**src/rtl/irq_bank_pkg.sv**
```systemverilog
package irq_bank_pkg;
  typedef enum logic [2:0] {
    SEL_RAW     = 3'd0,
    SEL_MASKED  = 3'd1,
    SEL_EN      = 3'd2,
    SEL_EN_ON   = 3'd3,
    SEL_EN_OFF  = 3'd4,
    SEL_EVT_CLR = 3'd5,
    SEL_EVT_FRC = 3'd6
  } reg_sel_e;

  localparam int unsigned EVT_FRAME_END = 0;
  localparam int unsigned EVT_FULL      = 1;
  localparam int unsigned EVT_UNDERFLOW = 2;
  localparam int unsigned EVT_EMPTY     = 3;
  localparam int unsigned EVT_HALF      = 4;
endpackage

```
**src/rtl/irq_raw_latch.sv**
```systemverilog
module irq_raw_latch #(
  parameter int unsigned NUM_EVT = 5
) (
  input  logic               clk_i,
  input  logic               rst_ni,
  input  logic [NUM_EVT-1:0] set_hw_i,
  input  logic [NUM_EVT-1:0] set_sw_i,
  input  logic [NUM_EVT-1:0] clr_i,
  output logic [NUM_EVT-1:0] raw_o
);
  logic [NUM_EVT-1:0] raw_q;

  for (genvar k = 0; k < NUM_EVT; k++) begin : g_bit
    // set beats clear in the same cycle
    always_ff @(posedge clk_i or negedge rst_ni) begin
      if (!rst_ni)                         raw_q[k] <= 1'b0;
      else if (set_hw_i[k] || set_sw_i[k]) raw_q[k] <= 1'b1;
      else if (clr_i[k])                   raw_q[k] <= 1'b0;
    end
  end

  assign raw_o = raw_q;


  hw_set_wins_chk: assert property (@(posedge clk_i) disable iff (!rst_ni)
    (set_hw_i != '0) |=> ((raw_q & $past(set_hw_i)) == $past(set_hw_i)));


  sw_set_chk: assert property (@(posedge clk_i) disable iff (!rst_ni)
    (set_sw_i != '0) |=> ((raw_q & $past(set_sw_i)) == $past(set_sw_i)));


  clr_chk: assert property (@(posedge clk_i) disable iff (!rst_ni)
    ((clr_i & ~set_hw_i & ~set_sw_i) != '0)
      |=> ((raw_q & $past(clr_i & ~set_hw_i & ~set_sw_i)) == '0));


  hold_chk: assert property (@(posedge clk_i) disable iff (!rst_ni)
    (clr_i == '0) |=> ((raw_q & $past(raw_q)) == $past(raw_q)));
endmodule

```
**src/rtl/irq_en_reg.sv**
```systemverilog
module irq_en_reg #(
  parameter int unsigned NUM_EVT = 5
) (
  input  logic               clk_i,
  input  logic               rst_ni,
  input  logic [NUM_EVT-1:0] on_i,
  input  logic [NUM_EVT-1:0] off_i,
  output logic [NUM_EVT-1:0] en_o
);
  logic [NUM_EVT-1:0] en_q;

  for (genvar k = 0; k < NUM_EVT; k++) begin : g_bit
    always_ff @(posedge clk_i or negedge rst_ni) begin
      if (!rst_ni)       en_q[k] <= 1'b0;
      else if (on_i[k])  en_q[k] <= 1'b1;
      else if (off_i[k]) en_q[k] <= 1'b0;
    end
  end

  assign en_o = en_q;


  en_on_chk: assert property (@(posedge clk_i) disable iff (!rst_ni)
    (on_i != '0) |=> ((en_q & $past(on_i)) == $past(on_i)));


  en_off_chk: assert property (@(posedge clk_i) disable iff (!rst_ni)
    ((off_i & ~on_i) != '0) |=> ((en_q & $past(off_i & ~on_i)) == '0));


  en_keep_chk: assert property (@(posedge clk_i) disable iff (!rst_ni)
    (on_i == '0 && off_i == '0) |=> $stable(en_q));
endmodule

```
**src/rtl/irq_reg_dec.sv**
```systemverilog
module irq_reg_dec
  import irq_bank_pkg::*;
#(
  parameter int unsigned NUM_EVT = 5,
  parameter int unsigned DATA_W  = 32,
  parameter int unsigned ADDR_W  = 3
) (
  input  logic [ADDR_W-1:0]  addr_i,
  input  logic               we_i,
  input  logic [DATA_W-1:0]  wdata_i,
  input  logic [NUM_EVT-1:0] raw_i,
  input  logic [NUM_EVT-1:0] en_i,
  input  logic [NUM_EVT-1:0] masked_i,
  output logic [NUM_EVT-1:0] en_on_o,
  output logic [NUM_EVT-1:0] en_off_o,
  output logic [NUM_EVT-1:0] evt_clr_o,
  output logic [NUM_EVT-1:0] evt_frc_o,
  output logic [DATA_W-1:0]  rdata_o
);
  logic [NUM_EVT-1:0] wbits;
  logic               unused_hi;

  assign wbits     = wdata_i[NUM_EVT-1:0];
  assign unused_hi = ^wdata_i[DATA_W-1:NUM_EVT];

  always_comb begin
    en_on_o   = '0;
    en_off_o  = '0;
    evt_clr_o = '0;
    evt_frc_o = '0;
    if (we_i) begin
      case (addr_i)
        ADDR_W'(SEL_EN_ON):   en_on_o   = wbits;
        ADDR_W'(SEL_EN_OFF):  en_off_o  = wbits;
        ADDR_W'(SEL_EVT_CLR): evt_clr_o = wbits;
        ADDR_W'(SEL_EVT_FRC): evt_frc_o = wbits;
        default: ;
      endcase
    end
  end

  always_comb begin
    case (addr_i)
      ADDR_W'(SEL_RAW):    rdata_o = DATA_W'(raw_i);
      ADDR_W'(SEL_MASKED): rdata_o = DATA_W'(masked_i);
      ADDR_W'(SEL_EN):     rdata_o = DATA_W'(en_i);
      default:             rdata_o = '0;
    endcase
  end
endmodule

```
**src/rtl/irq_bank.sv**
```systemverilog
module irq_bank
  import irq_bank_pkg::*;
#(
  parameter int unsigned NUM_EVT = 5,
  parameter int unsigned DATA_W  = 32,
  parameter int unsigned ADDR_W  = 3
) (
  input  logic               clk_i,
  input  logic               rst_ni,
  input  logic [NUM_EVT-1:0] evt_i,
  input  logic [ADDR_W-1:0]  reg_addr_i,
  input  logic               reg_we_i,
  input  logic [DATA_W-1:0]  reg_wdata_i,
  output logic [DATA_W-1:0]  reg_rdata_o,
  output logic               irq_o
);
  logic [NUM_EVT-1:0] raw, en, masked;
  logic [NUM_EVT-1:0] en_on, en_off, evt_clr, evt_frc;

  irq_reg_dec #(.NUM_EVT(NUM_EVT), .DATA_W(DATA_W), .ADDR_W(ADDR_W)) u_dec (
    .addr_i   (reg_addr_i),
    .we_i     (reg_we_i),
    .wdata_i  (reg_wdata_i),
    .raw_i    (raw),
    .en_i     (en),
    .masked_i (masked),
    .en_on_o  (en_on),
    .en_off_o (en_off),
    .evt_clr_o(evt_clr),
    .evt_frc_o(evt_frc),
    .rdata_o  (reg_rdata_o)
  );

  irq_raw_latch #(.NUM_EVT(NUM_EVT)) u_raw (
    .clk_i   (clk_i),
    .rst_ni  (rst_ni),
    .set_hw_i(evt_i),
    .set_sw_i(evt_frc),
    .clr_i   (evt_clr),
    .raw_o   (raw)
  );

  irq_en_reg #(.NUM_EVT(NUM_EVT)) u_en (
    .clk_i (clk_i),
    .rst_ni(rst_ni),
    .on_i  (en_on),
    .off_i (en_off),
    .en_o  (en)
  );

  assign masked = raw & en;
  assign irq_o  = |masked;


  ro_write_chk: assert property (@(posedge clk_i) disable iff (!rst_ni)
    (reg_we_i && reg_addr_i <= ADDR_W'(SEL_EN) && evt_i == '0) |=> $stable(raw) && $stable(en));
endmodule

```
**config.mk**
```make
export PLATFORM = sky130hd
export DESIGN_NAME = irq_bank
export DESIGN_NICKNAME = d
export VERILOG_FILES = /design/src/rtl/irq_bank_pkg.sv /design/src/rtl/irq_raw_latch.sv /design/src/rtl/irq_en_reg.sv /design/src/rtl/irq_reg_dec.sv /design/src/rtl/irq_bank.sv
export SDC_FILE = /design/constraint.sdc
export NUM_CORES = 1
export LEC_CHECK = 0
export BUFFER_PORTS_ARGS = -buffer_cell sky130_fd_sc_hd__buf_2
export CAP_MARGIN = 0
export CORE_MARGIN = 2
export CORE_UTILIZATION = 37
export DETAILED_ROUTE_END_ITERATION = 12
export GPL_ROUTABILITY_DRIVEN = 0
export PLACE_DENSITY = 0.8
export REMOVE_ABC_BUFFERS = 1
export SLEW_MARGIN = 20
export SYNTH_ARGS = -nofsm -noshare
export SYNTH_HDL_FRONTEND = slang
export SYNTH_SLANG_ARGS = --single-unit
```
**constraint.sdc**
```tcl
create_clock -name clk_i -period 1.25 [get_ports clk_i]
set_input_delay 0.375 -clock clk_i [delete_from_list [all_inputs] [get_ports clk_i]]
set_output_delay 0.375 -clock clk_i [all_outputs]
set_load 0.01 [all_outputs]
```
==> metrics.md <==
| Metric | Value |
|---|---|
| Run status | finished with violations |
| Failing checks | negative setup slack |
| CTS tree | yes |
| Starting density of the core | roughly two fifths |
| CTS root buffer | clkbuf_4 |
| Post-Syn Area per Cell | 8.20 µm² |
| Vias in the first global route | between 700 and 800 |
| Synth area leader | dfrtp_1 |
| Post-DRT Antenna Nets | 0 |
| Crit Path Class | reg2out |
| Final WL | ~2100 µm |
| Commonest cells after routing, fill and taps aside | conb_1, buf_2, buf_4 |
| NumNets Final | approximately 190 |
| Core footprint | approximately 2200 µm² |
| Fillers | ~220 |
| Setup WS post-layout | -318 ps |
| Async S/R FF share, synth | 100% |
| Crit path max fanout | 3 |
| Setup violators final | 6 |
| Lkg Pwr | between 0.5 and 0.6 nW |
| Synth area leaders | dfrtp_1, buf_4, o21ai_1 |
| Critical-path top delay cell | dfrtp_1 |
| Worst-Skew Late Latency | around 270 ps |
| Clock-pin slew on the worst setup and hold paths | 70 ps |
| Cell area power density | 831 nW/µm² |
| GR Util All Layers | between 10% and 20% |
| Antenna violations before repair | 0 |
| Final hold vios | 0 |
| Syn. warnings | 0 |
| Synthesis-to-finish area growth | 24.1% |
| Post-Synth Simple-Gate Area | roughly a tenth |
| Final Slew Violations | 0 |
| RSZ-0062 raised after global routing | yes |
| Mux share of post-synthesis cell area | approximately 5.9% |
| Post-synth EDFFs | 0 |
| CP Cell Sequence | nand2_1 > o22a_1 > nor2_2 > buf_2 |
| Main combinational cell family by area after synthesis | buffers and inverters |
| Vias | around 850 |
| Tot Pwr | roughly 0.87 mW |
| Die Ht | about 52 µm |
| Design Area, Final | between 1000 and 1500 µm² |
| Non-filler cells, final | 171 |
| Synthesized flop and latch total | 10 |
| Clock buffer depth | 2 |
| Critical Path RT | about 880 ps |
| Max-Cap Viols | 0 |
| Critical path capture point type | output port |
| Area of the multi-input gates | 463 µm² |
| Critical path's largest stage delay | 370 ps |
| Share of post-route cells with drive strength above 1 | between 30% and 40% |
| Final Cycle Share | 125% |
| Synth Area in Adders | 0% |
| Critical path arrival | approximately 1200 ps |
| Clock buffer count from CTS | 3 |
| Ys flop type | dfrtp_1 |
| Initial DRC Count | 21 |
| Setup crit start kind | flop |
| TritonCTS Sinks | 10 |
| I/O Pins | between 70 and 80 |
| FP Rows | 17 |
| DR WL/cell | around 12 µm |
| DR vias/cell | roughly 5 |
| # diodes | 0 |
| Mapped Cells | 103 |
| Die area | 2680 µm² |
| Pre-antenna DRT Iters | 4 |
| First-pass GRT wire length | around 3400 µm |
| Cell variety after synth | 20 |
| Share of the synthesized area in the top cell type | 29.6% |
| H-tree depth | 1 |
| Commonest non-fill, non-tap cell in the layout | conb_1 |
| Dpl ws | -303 ps |
| Period minus WS final | between 1500 and 2000 ps |
| Peak supply drop | 0.297 mV |
| Clk_skew | 0 ps |
| Layout Utilization | between 40% and 50% |
| Grt ovf | 0 |
| Xor-xnor portion of the synthesized cell area | 0% |
| Register area share after synthesis | between 20 and 30% |
| Die Span X | between 50 and 60 µm |
| HPWL Detailed | between 1000 and 1500 µm |
| Compound-Gate Fraction of Synth Area | 25.9% |
| Largest net degree at the start of global routing | 11 |
| Register Area | ~250 µm² |
| Hold/Removal Path Class | in2reg |
| Placed cell count | ~160 |
| Drc violations | 0 |
| I/O Buffers | 21 |
| Mapped cell area | 845 µm² |
| Placed Area | between 900 and 1000 µm² |
| Highest Clock Rate | 0.638 GHz |
[timing repair]
| action | 4_1_cts | 5_1_grt |
|---|---|---|
| resized for setup | 1 | 1 |
| hold buffers | 1 | 0 |
| pin swaps | 7 | 6 |
| endpoints found under the setup margin | 6 | 8 |
| hold endpoints to repair | 10 | 0 |
| buffers inserted | 4 | 3 |
[routing by layer]
layer	GRT usage [%]	part of all wire (%)
met5	0	0
met2	26.9	48
met1	21.2	41
met3	2.30	6.0
met4	15.4	5.1
[worst max-delay path: cells and delay by family (launching register included)]
kind | cells | cell delay [ps]
DFF | 1 | 370
and+or+nand+nor | 2 | 210
AOI/OAI and AO/OA | 1 | 210
buffers and inverters | 1 | 140
[state kept, by name (all words and copies together) (netlist names)]
name / count
u_en.en_o: 5
u_raw.raw_o: 5
[synth_stat cells (2+ instances only)]
library cell / number
buf_2: 2
dfrtp_1: 10
a21oi_1: 5
a31oi_1: 5
nand2_1: 10
o311ai_1: 5
buf_4: 27
mux2i_1: 5
o22a_1: 5
nor2_1: 5
o21ai_1: 15
[cells by family (layout without fill, tap and decap cells)]
logic type	count (synthesis)	count (layout)
flops	10	10
mux	5	5
buf+inv	32	46
simple gates	20	20
compound gates	35	35
other cells	1	27
[where the power goes]
part | leakage (nW) | switching, mW | internal, mW
Sequential | 0.0902 | 0.00727 | 0.333
Clock | 0.0210 | 0.121 | 0.177
Combinational | 0.426 | 0.141 | 0.0915
Total | 0.537 | 0.270 | 0.601
[area by class of cell]
| class | count | share of cell area, % |
|---|---|---|
| Sequential cell | 10 | 23.9 |
| Clock buffer | 4 | 3.46 |
| Timing Repair Buffer | 41 | 24.8 |
| Tap cell | 28 | 3.34 |
| Inverter | 1 | 0.358 |
| Multi-Input combinational cell | 87 | 44.2 |
[stage by stage]
stage / hold slack (ps) / setup TNS [ps]
final: 300 / -1630
after detailed placement: 244 / -3470
after global routing: 315 / -2080
after CTS: 297 / -1680
after floorplan: 79.4 / 0
after global placement: 243 / -2870
[worst paths after layout]
| kind | start | end | slack (ps) | cells past startpoint |
|---|---|---|---|---|
| setup / recovery | u_raw.raw_o[1]$_DFFE_PN0P_ | reg_rdata_o[1] | -320 | 4 |
| hold / removal | evt_i[0] | u_raw.raw_o[0]$_DFFE_PN0P_ | 300 | 3 |
| setup reg to reg | u_raw.raw_o[1]$_DFFE_PN0P_ | u_raw.raw_o[1]$_DFFE_PN0P_ | 210 | 4 |
| hold reg to reg | u_raw.raw_o[0]$_DFFE_PN0P_ | u_raw.raw_o[0]$_DFFE_PN0P_ | 560 | 2 |
| max in group asynchronous | rst_ni | u_en.en_o[3]$_DFFE_PN0P_ | 520 | 2 |
| min in group asynchronous | rst_ni | u_en.en_o[2]$_DFFE_PN0P_ | 530 | 2 |
Power figures use the tool's default switching activity.
